`src/rtl/vc_pkg.sv`:
```
package vc_pkg;

    localparam int OP0_W = 2;
    localparam int OP1_W = 3;
    localparam int CRN_W = 4;
    localparam int CRM_W = 4;
    localparam int OP2_W = 3;
    localparam int EL_W  = 2;
    localparam int CLS_W = 8;

    localparam logic [OP0_W-1:0] ENC_OP0 = 2'b10;
    localparam logic [OP1_W-1:0] ENC_OP1 = 3'b100;
    localparam logic [CRN_W-1:0] ENC_CRN = 4'b0000;
    localparam logic [CRM_W-1:0] ENC_CRM = 4'b0111;
    localparam logic [OP2_W-1:0] ENC_OP2 = 3'b000;

    localparam logic [CLS_W-1:0] DBG_TRAP_CLASS = 8'h18;

    localparam logic [EL_W-1:0] LVL0 = 2'd0;
    localparam logic [EL_W-1:0] LVL1 = 2'd1;
    localparam logic [EL_W-1:0] LVL2 = 2'd2;
    localparam logic [EL_W-1:0] LVL3 = 2'd3;

    typedef enum logic [1:0] {
        VC_ACCESS = 2'b00,
        VC_UNDEF  = 2'b01,
        VC_TRAP   = 2'b10
    } vc_kind_e;

    typedef enum logic {
        ST_IDLE,
        ST_RESPOND
    } vc_state_e;

    typedef struct packed {
        vc_kind_e               kind;
        logic [EL_W-1:0]        target;
        logic [CLS_W-1:0]       cls;
    } vc_outcome_t;

endpackage

```
`src/rtl/vc_enc_match.sv`:
```
module vc_enc_match
    import vc_pkg::*;
#(
    parameter logic [OP0_W-1:0] M_OP0 = ENC_OP0,
    parameter logic [OP1_W-1:0] M_OP1 = ENC_OP1,
    parameter logic [CRN_W-1:0] M_CRN = ENC_CRN,
    parameter logic [CRM_W-1:0] M_CRM = ENC_CRM,
    parameter logic [OP2_W-1:0] M_OP2 = ENC_OP2
) (
    input  logic [OP0_W-1:0] op0,
    input  logic [OP1_W-1:0] op1,
    input  logic [CRN_W-1:0] crn,
    input  logic [CRM_W-1:0] crm,
    input  logic [OP2_W-1:0] op2,
    output logic             hit
);
    localparam int ENC_W = OP0_W + OP1_W + CRN_W + CRM_W + OP2_W;
    localparam logic [ENC_W-1:0] KEY = {M_OP0, M_OP1, M_CRN, M_CRM, M_OP2};

    logic [ENC_W-1:0] enc;
    logic [ENC_W-1:0] diff;

    assign enc = {op0, op1, crn, crm, op2};

    for (genvar g = 0; g < ENC_W; g++) begin : g_bit
        assign diff[g] = enc[g] ^ KEY[g];
    end

    assign hit = ~|diff;
endmodule

```
`src/rtl/vc_route.sv`:
```
module vc_route
    import vc_pkg::*;
#(
    parameter logic [CLS_W-1:0] TRAP_CLASS = DBG_TRAP_CLASS
) (
    input  logic [EL_W-1:0] el,
    input  logic            aa32_ok,
    input  logic            nv_trap,
    input  logic            has_mon,
    input  logic            tda,
    input  logic            sdd_prio,
    input  logic            sdd_undef,
    output vc_outcome_t     outcome
);
    vc_outcome_t undef_o;
    vc_outcome_t access_o;
    vc_outcome_t trap2_o;
    vc_outcome_t trap3_o;
    logic        mon_trap;

    assign undef_o  = '{kind: VC_UNDEF,  target: '0,   cls: '0};
    assign access_o = '{kind: VC_ACCESS, target: '0,   cls: '0};
    assign trap2_o  = '{kind: VC_TRAP,   target: LVL2, cls: TRAP_CLASS};
    assign trap3_o  = '{kind: VC_TRAP,   target: LVL3, cls: TRAP_CLASS};
    assign mon_trap = has_mon & tda;

    always_comb begin
        outcome = undef_o;
        if (!aa32_ok) begin
            outcome = undef_o;
        end else begin
            unique case (el)
                LVL0: outcome = undef_o;
                LVL1: outcome = nv_trap ? trap2_o : undef_o;
                LVL2: begin
                    if (mon_trap && sdd_prio) begin
                        outcome = undef_o;
                    end else if (mon_trap) begin
                        outcome = sdd_undef ? undef_o : trap3_o;
                    end else begin
                        outcome = access_o;
                    end
                end
                LVL3: outcome = access_o;
                default: outcome = undef_o;
            endcase
        end
    end
endmodule

```
`src/rtl/vc_store.sv`:
```
module vc_store #(
    parameter int DATA_W  = 64,
    parameter int STORE_W = 32
) (
    input  logic              clk,
    input  logic              rst_n,
    input  logic              we,
    input  logic [DATA_W-1:0] wdata,
    output logic [DATA_W-1:0] rdata
);
    localparam logic [DATA_W-1:0] KEEP = {{(DATA_W-STORE_W){1'b0}}, {STORE_W{1'b1}}};

    logic [DATA_W-1:0] value_q;

    always_ff @(posedge clk or negedge rst_n) begin
        if (!rst_n) begin
            value_q <= '0;
        end else if (we) begin
            value_q <= wdata & KEEP;
        end
    end

    assign rdata = value_q & KEEP;
endmodule

```
`src/rtl/vc_sysreg_gate.sv`:
```
module vc_sysreg_gate
    import vc_pkg::*;
#(
    parameter int DATA_W  = 64,
    parameter int STORE_W = 32,
    parameter logic [CLS_W-1:0] TRAP_CLASS = DBG_TRAP_CLASS
) (
    input  logic              clk,
    input  logic              rst_n,
    input  logic              req_valid,
    input  logic [OP0_W-1:0]  req_op0,
    input  logic [OP1_W-1:0]  req_op1,
    input  logic [CRN_W-1:0]  req_crn,
    input  logic [CRM_W-1:0]  req_crm,
    input  logic [OP2_W-1:0]  req_op2,
    input  logic              req_write,
    input  logic [EL_W-1:0]   req_el,
    input  logic [DATA_W-1:0] req_wdata,
    input  logic              cfg_aa32_ok,
    input  logic              cfg_nv_trap,
    input  logic              cfg_has_mon,
    input  logic              cfg_tda,
    input  logic              cfg_sdd_prio,
    input  logic              cfg_sdd_undef,
    output logic              rsp_valid,
    output logic [1:0]        rsp_kind,
    output logic [EL_W-1:0]   rsp_target,
    output logic [CLS_W-1:0]  rsp_class,
    output logic [DATA_W-1:0] rsp_rdata
);
    logic              enc_hit;
    logic              take;
    logic              store_we;
    logic [DATA_W-1:0] store_rdata;
    vc_outcome_t       route_o;
    vc_outcome_t       out_q;
    logic [DATA_W-1:0] rdata_q;
    vc_state_e         state_q;
    vc_state_e         state_d;

    vc_enc_match u_match (
        .op0 (req_op0),
        .op1 (req_op1),
        .crn (req_crn),
        .crm (req_crm),
        .op2 (req_op2),
        .hit (enc_hit)
    );

    vc_route #(.TRAP_CLASS(TRAP_CLASS)) u_route (
        .el        (req_el),
        .aa32_ok   (cfg_aa32_ok),
        .nv_trap   (cfg_nv_trap),
        .has_mon   (cfg_has_mon),
        .tda       (cfg_tda),
        .sdd_prio  (cfg_sdd_prio),
        .sdd_undef (cfg_sdd_undef),
        .outcome   (route_o)
    );

    assign take     = req_valid & enc_hit;
    assign store_we = take & req_write & (route_o.kind == VC_ACCESS);

    vc_store #(.DATA_W(DATA_W), .STORE_W(STORE_W)) u_store (
        .clk   (clk),
        .rst_n (rst_n),
        .we    (store_we),
        .wdata (req_wdata),
        .rdata (store_rdata)
    );

    always_comb begin
        state_d = state_q;
        unique case (state_q)
            ST_IDLE:    state_d = take ? ST_RESPOND : ST_IDLE;
            ST_RESPOND: state_d = take ? ST_RESPOND : ST_IDLE;
            default:    state_d = ST_IDLE;
        endcase
    end

    always_ff @(posedge clk or negedge rst_n) begin
        if (!rst_n) begin
            state_q <= ST_IDLE;
        end else begin
            state_q <= state_d;
        end
    end

    always_ff @(posedge clk or negedge rst_n) begin
        if (!rst_n) begin
            out_q   <= '{kind: VC_ACCESS, target: '0, cls: '0};
            rdata_q <= '0;
        end else if (take) begin
            out_q <= route_o;
            if (!req_write && route_o.kind == VC_ACCESS) begin
                rdata_q <= store_rdata;
            end else begin
                rdata_q <= '0;
            end
        end
    end

    always_comb begin
        rsp_valid  = 1'b0;
        rsp_kind   = VC_ACCESS;
        rsp_target = '0;
        rsp_class  = '0;
        rsp_rdata  = '0;
        unique case (state_q)
            ST_IDLE: ;
            ST_RESPOND: begin
                rsp_valid  = 1'b1;
                rsp_kind   = out_q.kind;
                rsp_target = out_q.target;
                rsp_class  = out_q.cls;
                rsp_rdata  = rdata_q;
            end
            default: ;
        endcase
    end
endmodule

```
`config.mk`:
```
export PLATFORM = sky130hd
export DESIGN_NAME = vc_sysreg_gate
export DESIGN_NICKNAME = d
export VERILOG_FILES = /design/src/rtl/vc_pkg.sv /design/src/rtl/vc_enc_match.sv /design/src/rtl/vc_route.sv /design/src/rtl/vc_store.sv /design/src/rtl/vc_sysreg_gate.sv
export SDC_FILE = /design/constraint.sdc
export NUM_CORES = 1
export LEC_CHECK = 0
export CORE_MARGIN = 4
export CORE_UTILIZATION = 60
export CTS_CLUSTER_SIZE = 16
export DETAILED_ROUTE_END_ITERATION = 8
export DONT_BUFFER_PORTS = 1
export HOLD_SLACK_MARGIN = 0.08
export PLACE_DENSITY_LB_ADDON = 0.12
export REMOVE_ABC_BUFFERS = 1
export SYNTH_ARGS = -nofsm -noshare
export SYNTH_HDL_FRONTEND = slang
export SYNTH_HIERARCHICAL = 1
export SYNTH_SLANG_ARGS = --single-unit
export TNS_END_PERCENT = 50
```
`constraint.sdc`:
```
create_clock -name clk -period 3.48 [get_ports clk]
set_input_delay 0.696 -clock clk [delete_from_list [all_inputs] [get_ports clk]]
set_output_delay 0.696 -clock clk [all_outputs]
set_load 0.01 [all_outputs]
```
======== After elaboration in Yosys (flattened, before gate mapping) ========
Index checks and enable logic that the tools add are counted.
operators by class
  bitwise logic cells ..................... 9
  eq/ne operators ......................... 3
  mux-type cells .......................... 13
  reductions and logical operators ........ 7
operators by type and width
  cell                                                                   count
  64-bit 2-to-1 mux                                                      1
  12-bit 2-to-1 mux                                                      5
  12-bit case mux with 4 select lines                                    1
  32-bit 2-to-1 mux                                                      1
  16-bit OR reduction                                                    1
  8-bit 2-to-1 mux                                                       1
  1-bit NOT                                                              5
  1-bit bitwise AND                                                      4
  2-bit equality test, second input constant                             2
  2-bit zero test                                                        2
  2-bit 2-to-1 mux                                                       2
  2-bit by 1-bit equality test with 1-bit output, second input constant  1
  1-bit logical AND                                                      2
  1-bit zero test                                                        2
  1-bit 2-to-1 mux                                                       2
storage, ports and cells
  flip-flop bits (word level) ............. 109
  input port bits ......................... 92
  output and inout port bits .............. 77
  logic and storage cells ................. 38

======== Longest topological paths before layout ========
  depth in word-level cells ............... 8
  mapped depth ............................ 8
  depth with buffers taken out ............ 5

======== By module ========
The synthesis kept the hierarchy.
modules (own cells, without submodules)
  module          times used  cells an instance  area each (um2)  sequential area each (um2)
  vc_sysreg_gate  1           334                4091.4           1926.8
  vc_store        1           101                1589.0           800.8
  vc_route        1           18                 128.9            0.0
  vc_enc_match    1           5                  47.5             0.0

======== Least setup slack after synthesis ========
Ideal clock, no wire load.
  kind .................................... input -> register
  start point ............................. in req_op1[0]
  end point ............................... reg u_store.value_q[0]
  data required time ...................... 3.355 ns
  setup time .............................. 0.125 ns
  stages .................................. 8
  arrival time ............................ 2.740 ns
  slack ................................... 0.615 ns
  buffers on the path ..................... 3
  cell sequence ........................... or4_1 nor4_2 nand2_1 buf_2 nor4b_1 buf_6 buf_12 mux2_4
between the ends
  longest elaborated chain between the ends .. 5
ends and longest elaborated chain
  element                          RTL line              text
  start: declaration               vc_sysreg_gate.sv:12  input logic [OP1_W-1:0] req_op1,
  16-bit OR reduction              vc_enc_match.sv:29    assign hit = ~|diff;
  1-bit zero test                  vc_enc_match.sv:29
  via enc_hit                      vc_sysreg_gate.sv:31  logic enc_hit;
  1-bit bitwise AND                vc_sysreg_gate.sv:61  assign take = req_valid & enc_hit;
  1-bit bitwise AND (2 in series)  vc_sysreg_gate.sv:62  assign store_we = take & req_write & (route_o.kind == VC_ACCESS);
  via store_we                     vc_sysreg_gate.sv:33  logic store_we;
  end signal: assignment           vc_store.sv:19        value_q <= wdata & KEEP;
  end: declaration                 vc_store.sv:13        logic [DATA_W-1:0] value_q;
The timed path passes the listed nets, and every way through them passes these cells.
A chain may end at the register's enable or synchronous reset.

======== Worst setup path in the final report ========
  start point ............................. in req_op1[0]
  end point ............................... reg u_store.value_q[31]
The elaborated chain is that of the path after synthesis.

==> run summary <==
routability cong. = 0.718
NetSw = 0.501 mW
RSZ-0062 raised after global routing = false
port buffer count = 0
clock insertion delay at the later pin of the skew report = 0.37 ns
Flop pwr share = 0.618
Power Internal = 1.55 mW
gr ovfl total = 0
worst path cell trace = or4_1, nor4_4, nand2_4, nor4b_2, buf_12, mux2_2
Reg-to-Reg Start = u_store/value_q[30]
endpoints failing setup = 0
dpl cells = 549
actual slew at the worst max-slew pin = 1.13 ns
logic gate share of total power = 0.031
critical-path maximum fanout = 26
number of setup buffers added after CTS = 0
clock root buffer master = clkbuf_8
clk sinks = 109
FF+latch count, synth = 109
Antenna Cells = 0
Worst Path Required = 3.74 ns
Slew HR = 0.247
DR iter-0 viols = 127
final slew viol count = 0
yosys synthesis warning count = 6
total length of routed wires = 11300 µm
1st-pass router iterations = 4
Die Y = 107 µm
layout cells sized above 1 = 0.309
CP max stage delay = 0.57 ns
number of core rows = 35
commonest non-fill, non-tap cell in the layout = dfrtp_1
Worst VDD drop = 0.305 mV
H-Tree Depth = 3
Worst R2R Setup Slack = 2.69 ns
R2R cell count = 1
Layout Skew = 0.00880 ns
Highest Clock Rate = 382 MHz
die width = 107 µm
Final ANT Viol Nets = 0
initial antenna violation count = 0
status = finished, final reports clean
largest net degree at the start of global routing = 110
Via Count = 3274
Setup crit start kind = primary input
Hold Path Class = in2async
WP data arrival = 2.88 ns
fillers = 784
Syn Area/Cell = 12.8 µm²
Leakage = 2.46 nW
Final #Nets = 524
wire length per cell = 20.0 µm
Cells after Synth = 458
commonest non-fill, non-tap cells in the layout = 108 x dfrtp_1, 76 x and2_1, 64 x nand3_1
Ports = 169
core area = 0.00937 mm²
Pwr Density = 349 mW/mm²
CP Capture Type = flop
cts hold-fix bufs = 1
total CTS buffers = 9
final hold vios = 0
fin crit period = 2.62 ns
HPWL Detailed = 6750 µm
Hold Slack = 0.251 ns
Crit Path Category = in2reg
sequential share of the synthesized area = 0.466
Slowest cell on crit path = or4_1
switching portion of total power = 0.245
DR DRC count = 0
MaxCap Viol Count = 0
first-pass GRT wire length = 18800 µm
TritonCTS clock tree = done
gr usage total = 0.208
DR vias/cell = 5.78
crit share post-route = 0.751
clock slew at reported path FFs = 0.10 ns
clock share of power = 0.351
post-CTS sizing = 0
Initial Utilization = 0.625
final cell count without fillers = 566
clock tree buffer depth = 2
DIE AREA = 0.0114 mm²
area grow syn2layout = 0.0641%
vias in the first global route = 3411
Distinct cells, synth = 28
Cell Area, Synth = 0.00586 mm²
Final Core Density = 0.625
Reg2Reg Capture Point = u_store/value_q[30]
-- state kept, by name, summed over array words and instances (netlist names) --
name / flops
out_q: 12
u_store/value_q: 32
rdata_q: 64
state_q: 1
-- through the flow --
stage	worst slack, ns	total power, mW	TNS, ns	instance area [µm²]
global placement	0.472	1.33	0	5650
floorplan	-10.09	1.32	-647.77	5390
global route	0.802	2.14	0	5860
CTS	0.858	2.08	0	5860
detailed placement	0.453	1.33	0	5650
finish	0.865	2.05	0	5860
-- worst max-delay path by stage --
stage                           from             endpoint  cells past startpoint
after floorplan           req_op1[0]  u_store/value_q[29]                      5
after global placement    req_op1[0]  u_store/value_q[31]                      6
after detailed placement  req_op1[0]  u_store/value_q[29]                      6
after CTS                 req_op1[0]  u_store/value_q[31]                      6
after global routing         state_q         rsp_class[3]                      1
final                     req_op1[0]  u_store/value_q[31]                      6
-- cell type report --
class                      count  area (µm²)  share of cell area
sequential                   109        2730               0.466
tap                          129         161              0.0275
inverter                       1        3.75            0.000640
timing repair buffer           9         100              0.0171
clock buffer                   9         124              0.0211
clock inverter                 7        58.8              0.0100
multi-input combinational    302        2680               0.458
-- power by group through the flow --
stage	clock network (mW)	registers [mW]	logic [mW]
global placement	0	1.29	0.0367
global route	0.800	1.27	0.0728
CTS	0.745	1.27	0.0653
floorplan	0	1.29	0.0264
detailed placement	0	1.29	0.0367
finish	0.719	1.27	0.0634
-- Yosys cell counts --
cell type,instances,area share
nand3_1,64,0.055
o2bb2ai_1,4,0.0060
nand4bb_1,1,0.0019
mux2_4,30,0.077
or4_1,2,0.0026
buf_6,2,0.0038
clkbuf_1,21,0.013
nor2_1,2,0.0013
o21ai_2,1,0.0015
inv_1,1,0.00064
o2bb2ai_4,4,0.019
nand2_1,1,0.00064
and2_1,76,0.081
o211ai_1,1,0.0013
buf_4,41,0.053
buf_2,9,0.0077
or3b_1,1,0.0015
buf_12,3,0.010
mux2_2,14,0.027
dfrtp_1,109,0.47
buf_8,6,0.015
nor4b_1,1,0.0015
a21o_1,1,0.0013
conb_1,2,0.0013
o2bb2ai_2,56,0.14
or3_1,1,0.0011
nor4_2,1,0.0021
nand4b_1,3,0.0045
-- critical path: cells and delay by family --
kind | cells | cell delay [ns]
buffers and inverters | 1 | 0.30
multiplexers | 1 | 0.36
AND/OR/NAND/NOR | 4 | 1.51
-- layer usage --
| layer | vias to the layer above | GRT usage | part of all wire |
|---|---|---|---|
| li1 | 1495 | - | - |
| met1 | 1675 | 0.285 | 0.46 |
| met2 | 95 | 0.334 | 0.47 |
| met3 | 9 | 0.0632 | 0.055 |
| met4 | 0 | 0.0329 | 0.0089 |
| met5 | - | 0 | 0 |
-- cell families (layout without fill, tap and decap cells) --
group / count (synthesis) / count (layout) / share of synthesized area
buf+inv: 83 / 26 / 0.104
other cells: 2 / 38 / 0.00128
simple gates: 153 / 153 / 0.153
flops: 109 / 109 / 0.466
compound gates: 67 / 67 / 0.172
mux: 44 / 44 / 0.104
Power figures use the tool's default switching activity.
